### config.mk
export PLATFORM = sky130hd
export DESIGN_NAME = updn_cnt_stage
export DESIGN_NICKNAME = d
export VERILOG_FILES = /design/src/rtl/updn_cnt_pkg.sv /design/src/rtl/updn_mode_sel.sv /design/src/rtl/updn_step.sv /design/src/rtl/updn_tc_decode.sv /design/src/rtl/updn_cnt_stage.sv
export SDC_FILE = /design/constraint.sdc
export NUM_CORES = 1
export LEC_CHECK = 0
export BUFFER_PORTS_ARGS = -buffer_cell sky130_fd_sc_hd__buf_4
export CORE_AREA = 2 2 39 41
export CTS_BUF_LIST = sky130_fd_sc_hd__clkbuf_8
export CTS_CLUSTER_DIAMETER = 60
export CTS_CLUSTER_SIZE = 40
export DETAILED_ROUTE_END_ITERATION = 16
export DIE_AREA = 0 0 41 43
export PLACE_DENSITY = 0.45
export SYNTH_ARGS = -nofsm -noshare
export SYNTH_HDL_FRONTEND = slang
export SYNTH_SLANG_ARGS = --single-unit
### constraint.sdc
create_clock -name clk -period 2.7 [get_ports clk]
set_input_delay 0.405 -clock clk [delete_from_list [all_inputs] [get_ports clk]]
set_output_delay 0.405 -clock clk [all_outputs]
set_load 0.01 [all_outputs]
### src/rtl/updn_cnt_pkg.sv
package updn_cnt_pkg;

    // Operation chosen for the coming clock edge
    typedef enum logic [1:0] {
        OP_HOLD = 2'd0,
        OP_LOAD = 2'd1,
        OP_INC  = 2'd2,
        OP_DEC  = 2'd3
    } op_e;

endpackage

### src/rtl/updn_mode_sel.sv
module updn_mode_sel
    import updn_cnt_pkg::*;
(
    input  logic load_n,
    input  logic dir_up,
    input  logic en_loc_n,
    input  logic en_chain_n,
    output op_e  op
);

    logic count_ok;

    always_comb begin
        count_ok = ~en_loc_n & ~en_chain_n;
        if (!load_n) begin
            op = OP_LOAD;          // load wins over everything
        end else if (count_ok) begin
            op = dir_up ? OP_INC : OP_DEC;
        end else begin
            op = OP_HOLD;
        end
    end

endmodule

### src/rtl/updn_step.sv
module updn_step
    import updn_cnt_pkg::*;
#(
    parameter int WIDTH = 4
) (
    input  op_e              op,
    input  logic [WIDTH-1:0] count_q,
    input  logic [WIDTH-1:0] load_val,
    output logic [WIDTH-1:0] count_d
);

    localparam logic [WIDTH-1:0] ONE = WIDTH'(1);

    always_comb begin
        unique case (op)
            OP_LOAD: count_d = load_val;
            OP_INC:  count_d = count_q + ONE;   // wraps modulo 2**WIDTH
            OP_DEC:  count_d = count_q - ONE;
            default: count_d = count_q;
        endcase
    end

endmodule

### src/rtl/updn_tc_decode.sv
module updn_tc_decode #(
    parameter int WIDTH = 4
) (
    input  logic [WIDTH-1:0] count_q,
    input  logic             dir_up,
    input  logic             en_chain_n,
    output logic             tc_n
);

    logic at_top;
    logic at_bottom;

    always_comb begin
        at_top    = &count_q;
        at_bottom = ~|count_q;
        tc_n      = ~(~en_chain_n & (dir_up ? at_top : at_bottom));
    end

endmodule

### src/rtl/updn_cnt_stage.sv
module updn_cnt_stage
    import updn_cnt_pkg::*;
#(
    parameter int WIDTH = 4
) (
    input  logic             clk,
    input  logic             load_n,
    input  logic [WIDTH-1:0] din,
    input  logic             dir_up,
    input  logic             en_loc_n,
    input  logic             en_chain_n,
    output logic [WIDTH-1:0] cnt,
    output logic             tc_n
);

    localparam logic [WIDTH-1:0] ALL_ONES = {WIDTH{1'b1}};

    typedef struct packed {
        logic [WIDTH-1:0] count;
    } state_t;

    state_t           st_q;
    state_t           st_d;
    op_e              op;
    logic [WIDTH-1:0] step_cnt;

    updn_mode_sel u_mode (
        .load_n     (load_n),
        .dir_up     (dir_up),
        .en_loc_n   (en_loc_n),
        .en_chain_n (en_chain_n),
        .op         (op)
    );

    updn_step #(.WIDTH(WIDTH)) u_step (
        .op       (op),
        .count_q  (st_q.count),
        .load_val (din),
        .count_d  (step_cnt)
    );

    updn_tc_decode #(.WIDTH(WIDTH)) u_tc (
        .count_q    (st_q.count),
        .dir_up     (dir_up),
        .en_chain_n (en_chain_n),
        .tc_n       (tc_n)
    );

    always_comb begin
        st_d       = st_q;
        st_d.count = step_cnt;
    end

    always_ff @(posedge clk) begin
        st_q <= st_d;
    end

    assign cnt = st_q.count;

    // a load copies din regardless of the enables
    a_r2_load_copies: assert property (@(posedge clk)
        !load_n |=> cnt == $past(din));

    // any deasserted enable without load keeps the count
    a_r5_hold: assert property (@(posedge clk)
        (load_n && (en_loc_n || en_chain_n)) |=> $stable(cnt));

    // counting up moves by exactly +1 modulo 2**WIDTH
    a_r3_step_up: assert property (@(posedge clk)
        (load_n && !en_loc_n && !en_chain_n && dir_up)
            |=> (cnt - $past(cnt)) == WIDTH'(1));

    // counting down moves by exactly -1 modulo 2**WIDTH
    a_r4_step_down: assert property (@(posedge clk)
        (load_n && !en_loc_n && !en_chain_n && !dir_up)
            |=> ($past(cnt) - cnt) == WIDTH'(1));

    // terminal count only with chain enable and an end value
    a_r6_tc_gated: assert property (@(posedge clk)
        !tc_n |-> (!en_chain_n && (cnt == ALL_ONES || cnt == '0)));

endmodule

Yosys cells after proc, flatten, opt, wreduce, memory -nomap -nowiden:

Index checks and enable logic that the tools add are counted.

* multiply operators: 0
* divide/modulo/power cells: 0
* $add $sub $neg: 2
* bitwise operators: 5
* $lt $le $gt $ge: 0
* shift-type cells: 0
* muxes and demuxes: 5
* equal/unequal tests: 3
* reductions and logical operators: 4

Operators with widths (count)
* $pmux W4 S3: 1
* $add A4 B1 Y4 const B: 1
* $eq A2 B2 Y1 const B: 2
* $mux W2: 2
* $reduce_and A4 Y1: 1
* $reduce_or A4 Y1: 1
* $sub A4 B1 Y4 const B: 1
* $not A1 Y1: 3
* $reduce_bool A3 Y1: 1
* $and A1 B1 Y1: 2
* $eq A2 B1 Y1 const B: 1
* $mux W1: 2
* $logic_not A1 Y1: 1

* output and inout bits: 5
* memories kept: 0
* input port bits: 9
* logic and storage cells: 20
* bits in writable memories: 0
* flip-flop bits (word level): 4
* memory bits (read-only): 0
* latch bits: 0

Longest topological paths before layout:

Gate-level depths: netlist of run 1.

* depth in word-level cells: 6
* depth in mapped cells: 8
* gate-level depth less buffers: 7

Modules after synthesis:

A second synthesis of run 1 with hierarchy kept.

* cell total of the unflattened synthesis: 44
* area, all modules: 355.3 µm²

Modules (own cells, without submodules)
* updn_step: instances 1, seq. area each 0.0 µm², cells an instance 33, area an instance 216.5 µm²
* updn_cnt_stage: instances 1, seq. area each 80.1 µm², cells an instance 4, area an instance 80.1 µm²
* updn_tc_decode: instances 1, seq. area each 0.0 µm², cells an instance 5, area an instance 38.8 µm²
* updn_mode_sel: instances 1, seq. area each 0.0 µm², cells an instance 2, area an instance 20.0 µm²

Worst setup path after synthesis of run 1:

Ideal clock, no wire load.

* path kind: input -> register
* start: in en_chain_n
* end: reg st_q (netlist bit cnt[2]), data pin
* buffers on the path: 1
* path slack: 589 ps
* arrival: 1975 ps
* stages on the path: 8
* required time: 2564 ps
* path through: or3b_1 -> clkbuf_1 -> nor2_1 -> xor2_1 -> ha_1 -> or3_1 -> a211o_1 -> nand3_1

RTL lines
* from (decl): line updn_cnt_stage.sv:11 `input logic en_chain_n,`
* to (signal assigned): line updn_cnt_stage.sv:55 `st_q <= st_d;`
* to (decl): line updn_cnt_stage.sv:22 `state_t st_q;`

==> impl_metrics.toml, run 1 <==
[place]
port_buffers = 13
gp_congestion = 0.6704
place_ws_ns = 0.3903
dp_cells = 58

[pwr]
swShare_pct = 22.44
internal_power_w = 0.0001931
switching_power_w = 0.00005587
p_per_area_mw_per_mm2 = 570.1
p_seq_share_pct = 33.3
ir_worst_vdd_v = 0.0001907
p_leak_nw = 0.1886
clockPowerShare_pct = 51.0
comb_power_share_pct = 15.8

[detailed_routing]
wirelength_um = 670
drt-vias-per-instance = 4.557
first_pass_iters = 2
drcViolationCount = 0
antenna_left = 0
vias = 278
drtIter0Drc = 3
wl_per_cell_um = 10.98

[timing]
hold_ws_ns = 0.4541
skew_ns = 0.0009443
slew_violations = 0
hold_viol_final = 0
fin_crit_sh_pct = 77.22
max_slew_margin_pct = 60.81
grt_setup_unrepaired = "no"
setup_viol = 0
tightest_slew_ns = 0.5818
finalSetupTns_ns = 0
finalWorstSetupSlack_ns = 0.6152
fmaxAchievable_mhz = 479.7
period_minus_slack_ns = 2.085

[critical_path]
start_kind = "input port"
path_cells = "buf_4, or3b_1, nor2_1, xor2_1, ha_1, or3_1, a211o_1, nand3_1"
cp_top_family = "simple AND/OR/NAND/NOR gates"
startpoint = "en_chain_n"
slowest_delay_ns = 0.51
path_max_fanout = 8
worst_ep_arrival_time_ns = 2.17
worst-path-buf-inv = 1
crit_path_end_kind = "register"
crit_type = "input port to register"
cpMaxStageDelayCell = "or3b_1"
rr_startpoint = "cnt[1]"
required_ns = 2.78

[yosys]
yosysWarnings = 0
ys_seq_elements = 4
synth.distinct_cells = 16
yosysMostFrequentCell = "nand2_1"
yosys.area.top_type = "edfxtp_1"
synthCells = 30
synthFlopType = "edfxtp_1"
synth_area_per_cell_um2 = 9.384
syn_nets = 40
synth_edf_count = 4
synth_area_leaders = "edfxtp_1 (43%), nand2_1 (9.3%), nand4_1 (6.7%)"
netlist_area_um2 = 281.5
seq_area_frac_synth_pct = 42.67
synthDominantCellAreaShare_pct = 42.67
ys_async_sr_fraction_pct = 0
synth_commonest_cells = "nand2_1 (7), edfxtp_1 (4), nand4_1 (3)"

[clocking]
cts_max_level = 1
cts_tree = "built"
clkTransAtPathRegs_ns = 0.03
clock_latency_ns = 0.22
clockBufferDepth = 2
postCtsHoldBufs = 0
clkSinkCount = 4
post_cts_resized = 0
cts_root_buf = "clkbuf_8"
postCtsSetupBuffers = 0
cts_made_buffers = 3

[flow_run]
drv_cap = 0

[global_route]
grt_max_degree = 9
grt_first_pass_wirelength_um = 1110
grt_pass1_vias = 270
overflow = 0
grt_antenna_before_repair = 0
grt_util_all_layers_pct = 9.889

[floorplanning]
rows = 14
die-area_mm2 = 0.001763
start_util_pct = 20.34
die_w_um = 41
die_h_um = 43
core-area_mm2 = 0.001384
ioPinCount = 14

[final_layout]
layout.nets = 57
antenna_cells = 0
drive_gt1_share_pct = 37.78
syn_to_final_growth_pct = 55.11
layoutNonFillerInstCount = 61
largest_reg_flops = 4
fin_util_pct = 31.56

[min_path]
hold_start = "din[1]"
hold_path.class = "input port to register"

[run_status]
status = "completed"
[cells in the final DEF, fill, tap and decap left out]
| cell type | instances |
|---|---|
| a211o_1 | 2 |
| buf_4 | 13 |
| clkbuf_8 | 3 |
| edfxtp_1 | 4 |
| ha_1 | 1 |
| mux2i_1 | 1 |
| nand2_1 | 7 |
| nand2b_1 | 1 |
| nand3_1 | 2 |
| nand4_1 | 3 |
| nor2_1 | 1 |
| nor3b_1 | 1 |
| o21ai_0 | 2 |
| or3_1 | 1 |
| or3b_1 | 1 |
| or4_4 | 1 |
| xor2_1 | 1 |
[kinds of logic (layout without fill, tap and decap cells)]
group	count (synthesis)	in the layout	share of synthesized area [%]
DFF	4	4	42.67
AOI/OAI and AO/OA	4	4	9.779
xor gates and xnor gates	1	1	3.112
adders and majority gates	1	1	4.444
buffers and inverters	1	16	1.332
and+or+nand+nor	18	18	35.12
muxes	1	1	3.556
[metal layers]
| metal | part of all wire (%) | global-route usage [%] | wire, um |
|---|---|---|---|
| met1 | 44 | 12.09 | 295 |
| met2 | 43 | 13.13 | 289 |
| met3 | 10 | 3.665 | 68 |
| met4 | 2.5 | 8.000 | 17 |
| met5 | 0 | 0 | 0 |
[power groups by stage]
stage | Clock [W] | Combinational (W) | Sequential [W]
3_5_place_dp | 0 | 0.0000398 | 0.0000837
4_1_cts | 0.000130 | 0.0000399 | 0.0000829
5_1_grt | 0.000132 | 0.0000443 | 0.0000842
3_3_place_gp | 0 | 0.0000396 | 0.0000831
2_1_floorplan | 0 | 0.0000159 | 0.0000849
6_report | 0.000127 | 0.0000392 | 0.0000828
[final timing paths]
path	depth (start not counted)	end	slack (ns)
min reg2reg	2	cnt[2]	0.69
min	3	cnt[1]	0.45
max reg2reg	5	cnt[2]	1.03
max	8	cnt[2]	0.62
[final cells by class]
class                           count  area (um^2)
Clock buffer                        3        41.29
Timing Repair Buffer               13        97.59
Fill cell                         146        947.2
Tap cell                           16        20.02
Sequential cell                     4        120.1
Multi-Input combinational cell     25        157.7
[worst register-to-register path, stage by stage, from the launching register on]
cell,delay (ns)
edfxtp_1,0.45
xor2_1,0.20
ha_1,0.19
or3_1,0.37
a211o_1,0.26
nand3_1,0.07
[metrics by stage]
step | area, um^2 | total power, W
after floorplan | 281.5 | 0.0001008
after global placement | 395.4 | 0.0001227
after detailed placement | 395.4 | 0.0001235
after CTS | 436.7 | 0.0002525
after global routing | 436.7 | 0.0002603
final | 436.7 | 0.0002489
(Power assumes the default switching activity.)
==> run 2: changes to the inputs <==
Settings changed: PLACE_DENSITY 0.45 to 0.47.
Clock period 2.7 ns to 1.85 ns, I/O delays scaled along.
==> run 2 against run 1 <==
Clock power grew 41%. Sequential cell count is the same. Critical endpoint is now tc_n. Non-clock buffer count grew 9. Core utilization grew 5.6 points. Cell count grew 15%. Register-to-register slack lost 0.87 ns. Power grew 51%. Count of clock-buffer cells in the layout is the same. Sequential power grew 41%.
==> impl_metrics.toml, run 2 (same netlist as run 1, synthesis figures left out) <==
[timing]
fin_crit_sh_pct = 96.26
setup_viol = 0
finalSetupTns_ns = 0
max_slew_margin_pct = 71.75
skew_ns = 0.0004622
period_minus_slack_ns = 1.781
tightest_slew_ns = 0.4228
hold_viol_final = 0
hold_ws_ns = 0.3371
slew_violations = 0
fmaxAchievable_mhz = 561.6
grt_setup_unrepaired = "no"

[detailed_routing]
vias = 315
antenna_left = 0
drt-vias-per-instance = 4.500
drtIter0Drc = 3
first_pass_iters = 3
wirelength_um = 722
wl_per_cell_um = 10.31
drcViolationCount = 0

[final_layout]
largest_reg_flops = 4
syn_to_final_growth_pct = 82.67
fin_util_pct = 37.16
layout.nets = 66
drive_gt1_share_pct = 51.85
final_common_cell = "buf_4"
antenna_cells = 0
final_cell_mix = "buf_4 (22), nand2_1 (7), edfxtp_1 (4)"

[min_path]
hold_path_depth = 3
hold_start = "din[1]"
hold_path.class = "input port to register"

[pwr]
p_per_area_mw_per_mm2 = 733.2
ir_worst_vdd_v = 0.0003221
p_leak_nw = 0.2297

[critical_path]
worst_ep_arrival_time_ns = 1.50
startpoint = "cnt[1]"
r2r_cells = 6
start_kind = "register"
crit_path_end_kind = "output pin"
required_ns = 1.57
path_max_fanout = 3
rr_startpoint = "cnt[1]"
crit_type = "register to output pin"

[clocking]
cts_max_level = 1
clockBufferDepth = 2
postCtsHoldBufs = 0
post_cts_resized = 0
cts_root_buf = "clkbuf_8"
clkSinkCount = 4
postCtsSetupBuffers = 0
cts_tree = "built"
clkTransAtPathRegs_ns = 0.03
cts_made_buffers = 3
clock_latency_ns = 0.21

[floorplanning]
die_h_um = 43
start_util_pct = 20.34
rows = 14
ioPinCount = 14
die-area_mm2 = 0.001763
core-area_mm2 = 0.001384
die_w_um = 41

[place]
hpwl_um = 596.5
port_buffers = 13
gp_congestion = 0.6564

[global_route]
overflow = 0
grt_antenna_before_repair = 0
grt_first_pass_wirelength_um = 1131
grt_util_all_layers_pct = 10.20
grt_pass1_vias = 281
grt_max_degree = 8

[run_status]
status = "completed"

[flow_run]
drv_cap = 0
-- run 2: cell count changes in the layout (fill, tap and decap cells not counted) --
cell and delta:
buf_4 +9, ha_2 +1, nor2_4 +1, nor2_1 -1
ha_1 -1
-- run 2: per-stage QoR --
stage	cell area (um^2)	setup WS (ns)	instances	total power (W)
6_report	514.2	0.06926	70	0.0003771
5_1_grt	514.2	0.02624	70	0.0004021
4_1_cts	491.7	0.006677	67	0.0003778
3_5_place_dp	450.4	-0.1330	64	0.0001932
3_3_place_gp	450.4	-0.1235	64	0.0001927
2_1_floorplan	301.5	-0.03489	30	0.0001499
-- run 2: cell type report --
type	count	area (um^2)
fill	146	869.6
multi-input combinational	25	167.7
timing repair buffer	22	165.2
sequential	4	120.1
clock buffer	3	41.29
tap	16	20.02
-- run 2: final timing paths --
path,to,slack (ns)
worst max-delay path,tc_n,0.07
worst min-delay path,cnt[1],0.34
worst max register to register,cnt[2],0.16
worst min register to register,cnt[3],0.70
-- run 2: power breakdown --
group | switching (W) | internal (W)
combinational | 0.0000333 | 0.0000479
clock | 0.0000403 | 0.000138
sequential | 0.00000646 | 0.000111
-- run 2: critical path: stages (launching register included) --
cell and delay (ns):
edfxtp_1 0.40, or4_4 0.55, mux2i_1 0.14, nand2b_1 0.07, buf_4 0.14
-- run 2: layer usage --
metal	track usage [%]	part of all wire [%]	vias to the layer above
met4	10.00	0	0
met5	0	0	-
met1	11.80	45	142
met3	3.141	4.6	0
met2	13.75	51	7
li1	-	-	166
==> run 3: changes to the inputs <==
Settings changed: ABC_AREA set to 1, PLACE_DENSITY 0.47 to 0.52.
==> run 3 against run 2 <==
Worst setup slack improved by 0.27 ns. First-iteration DRC count increased by 100%. Fmax increased by 18%. Combinational power increased by 3.6%. Largest cell class unchanged. Sequential cell count unchanged. Cell area decreased by 0.97%. Area after synthesis increased by 24%. Highest routed layer unchanged. Power increased by 2.5%. Critical path depth increased by 4. Sequential power increased by 5%.
==> impl_metrics.toml, run 3 <==
[run_status]
status = "completed"

[flow_run]
drv_cap = 0

[timing]
period_minus_slack_ns = 1.515
finalWorstSetupSlack_ns = 0.3355
grt_setup_unrepaired = "no"
skew_ns = 0.004728
hold_viol_final = 0
fin_crit_sh_pct = 81.87
tightest_slew_ns = 0.3836
finalSetupTns_ns = 0
max_slew_margin_pct = 74.26
fmaxAchievable_mhz = 660.3
setup_viol = 0
slew_violations = 0

[yosys]
yosysMostFrequentCell = "nand2_1"
synthCells = 47
netlist_area_um2 = 350.3
synth_edf_count = 4
ys_async_sr_fraction_pct = 0
ys_seq_elements = 4
syn_nets = 57
seq_area_frac_synth_pct = 34.29
synth_area_per_cell_um2 = 7.454
yosysWarnings = 0
synth_commonest_cells = "nand2_1 (12), inv_1 (5), edfxtp_1 (4), o21ai_1 (4)"
synth_area_leaders = "edfxtp_1 (34%), nand2_1 (13%), o21ai_1 (5.7%)"
synthDominantCellAreaShare_pct = 34.29
synthFlopType = "edfxtp_1"
yosys.area.top_type = "edfxtp_1"
synth.distinct_cells = 18

[final_layout]
layout.nets = 75
largest_reg_flops = 4
final_common_cell = "buf_4"
antenna_cells = 0
final_cell_mix = "buf_4 (13), nand2_1 (12), inv_1 (5)"
final.fill_count = 156
drive_gt1_share_pct = 39.68
syn_to_final_growth_pct = 45.36
multi_input_area_um2 = 200.2
register_area_um2 = 120.1

[place]
gp_congestion = 0.6553
hpwl_um = 654.3
place_ws_ns = 0.2318
port_buffers = 13

[critical_path]
path_max_fanout = 6
cpMaxStageDelayCell = "edfxtp_1"
rr_startpoint = "cnt[1]"
crit_type = "register to register"
worst_ep_arrival_time_ns = 1.47
start_kind = "register"
cp_top_family = "flip-flops"
crit_path_end_kind = "register"
worst-path-buf-inv = 2
worstReg2RegEnd = "cnt[2]"
critPathMostFrequentCell = "nand2_1"
r2r_slack_ns = 0.34
path_cells = "nand4_1, nand2_1, inv_2, ha_1, inv_1, nand2_1, xor2_1, o21ai_1"
required_ns = 1.81
r2r_cells = 8
slowest_delay_ns = 0.43

[detailed_routing]
drtIter0Drc = 6
first_pass_iters = 3
vias = 361
wl_per_cell_um = 10.24
drt-vias-per-instance = 4.570
drcViolationCount = 0
antenna_left = 0
wirelength_um = 809

[floorplanning]
die-area_mm2 = 0.001763
die_h_um = 43
rows = 14
start_util_pct = 25.32
ioPinCount = 14
core-area_mm2 = 0.001384
die_w_um = 41

[global_route]
grt_pass1_vias = 345
grt_antenna_before_repair = 0
grt_max_degree = 8
grt_first_pass_wirelength_um = 1359
grt_util_all_layers_pct = 11.69
overflow = 0

[min_path]
hold_start = "din[1]"
hold_path.class = "input port to register"
whs_endpoint = "cnt[1]"
hold_path_depth = 3

[clocking]
clockBufferDepth = 2
clock_latency_ns = 0.21
cts_tree = "built"
post_cts_resized = 0
postCtsHoldBufs = 0
cts_made_buffers = 3
cts_root_buf = "clkbuf_8"
postCtsSetupBuffers = 0
clkSinkCount = 4
cts_max_level = 1
clkTransAtPathRegs_ns = 0.03

[pwr]
ir_worst_vdd_v = 0.0003921
p_per_area_mw_per_mm2 = 758.9
p_leak_nw = 0.2506
run 3: changes by cell type after synthesis, moves of 2 or more:
cell | previous run | this run
inv_1 | 0 | 5
o21ai_1 | 0 | 4
a211o_1 | 2 | 0
nand2_1 | 7 | 12
nand2_2 | 0 | 3
inv_2 | 0 | 3
run 3: final cells by class:
cell class | count | area share, %
repair buffers | 13 | 19.16
multi-input cells | 35 | 39.31
well taps | 16 | 3.931
clock buffers | 3 | 8.108
inverters | 8 | 5.897
flip-flops and latches | 4 | 23.59
run 3: routing by layer:
metal	track usage (%)	wire, um	vias to the layer above
li1	-	-	191
met1	14.98	373	156
met2	16.25	358	14
met3	6.283	77	0
met4	4.000	0	0
met5	0	0	-
run 3: where the power goes:
part | internal [W] | total [W] | switching, W
clock | 0.000138 | 0.000179 | 0.0000407
sequential | 0.000111 | 0.000123 | 0.0000123
combinational | 0.0000405 | 0.0000841 | 0.0000436
run 3: how the worst max path moves through the flow:
| stage | start | endpoint | slack (ns) | cells after the start |
|---|---|---|---|---|
| after floorplan | cnt[1] | cnt[2] | 0.41 | 8 |
| after global placement | en_chain_n | cnt[2] | 0.22 | 10 |
| after detailed placement | en_chain_n | cnt[2] | 0.23 | 10 |
| after CTS | cnt[1] | cnt[2] | 0.32 | 8 |
| after global routing | cnt[1] | cnt[2] | 0.18 | 8 |
| final | cnt[1] | cnt[2] | 0.34 | 8 |
run 3: tightest hold or removal path: stages:
cell	delay (ns)
buf_4	0.07
nand2_1	0.04
nand2_1	0.06
run 3: cells by family after synthesis:
kind of cell,count (synthesis),synth area share [%]
AND/OR/NAND/NOR,25,36.78
XOR/XNOR,2,5.001
adder cells (fa/ha/maj),1,3.571
flip-flops,4,34.29
buffers and inverters,8,8.572
AO/OA/AOI/OAI,7,11.79
run 3: per-stage QoR:
stage | util, % | hold WS [ns] | total power [W] | instances | cell area [um^2]
2_1_floorplan | - | 0.4631 | 0.0001693 | 47 | 350.3
3_3_place_gp | 33.82 | 0.5528 | 0.0002097 | 76 | 467.9
3_5_place_dp | 33.82 | 0.5692 | 0.0002098 | 76 | 467.9
4_1_cts | 36.80 | 0.3489 | 0.0003946 | 79 | 509.2
5_1_grt | 36.80 | 0.3610 | 0.0004166 | 79 | 509.2
6_report | 36.80 | 0.3478 | 0.0003864 | 79 | 509.2
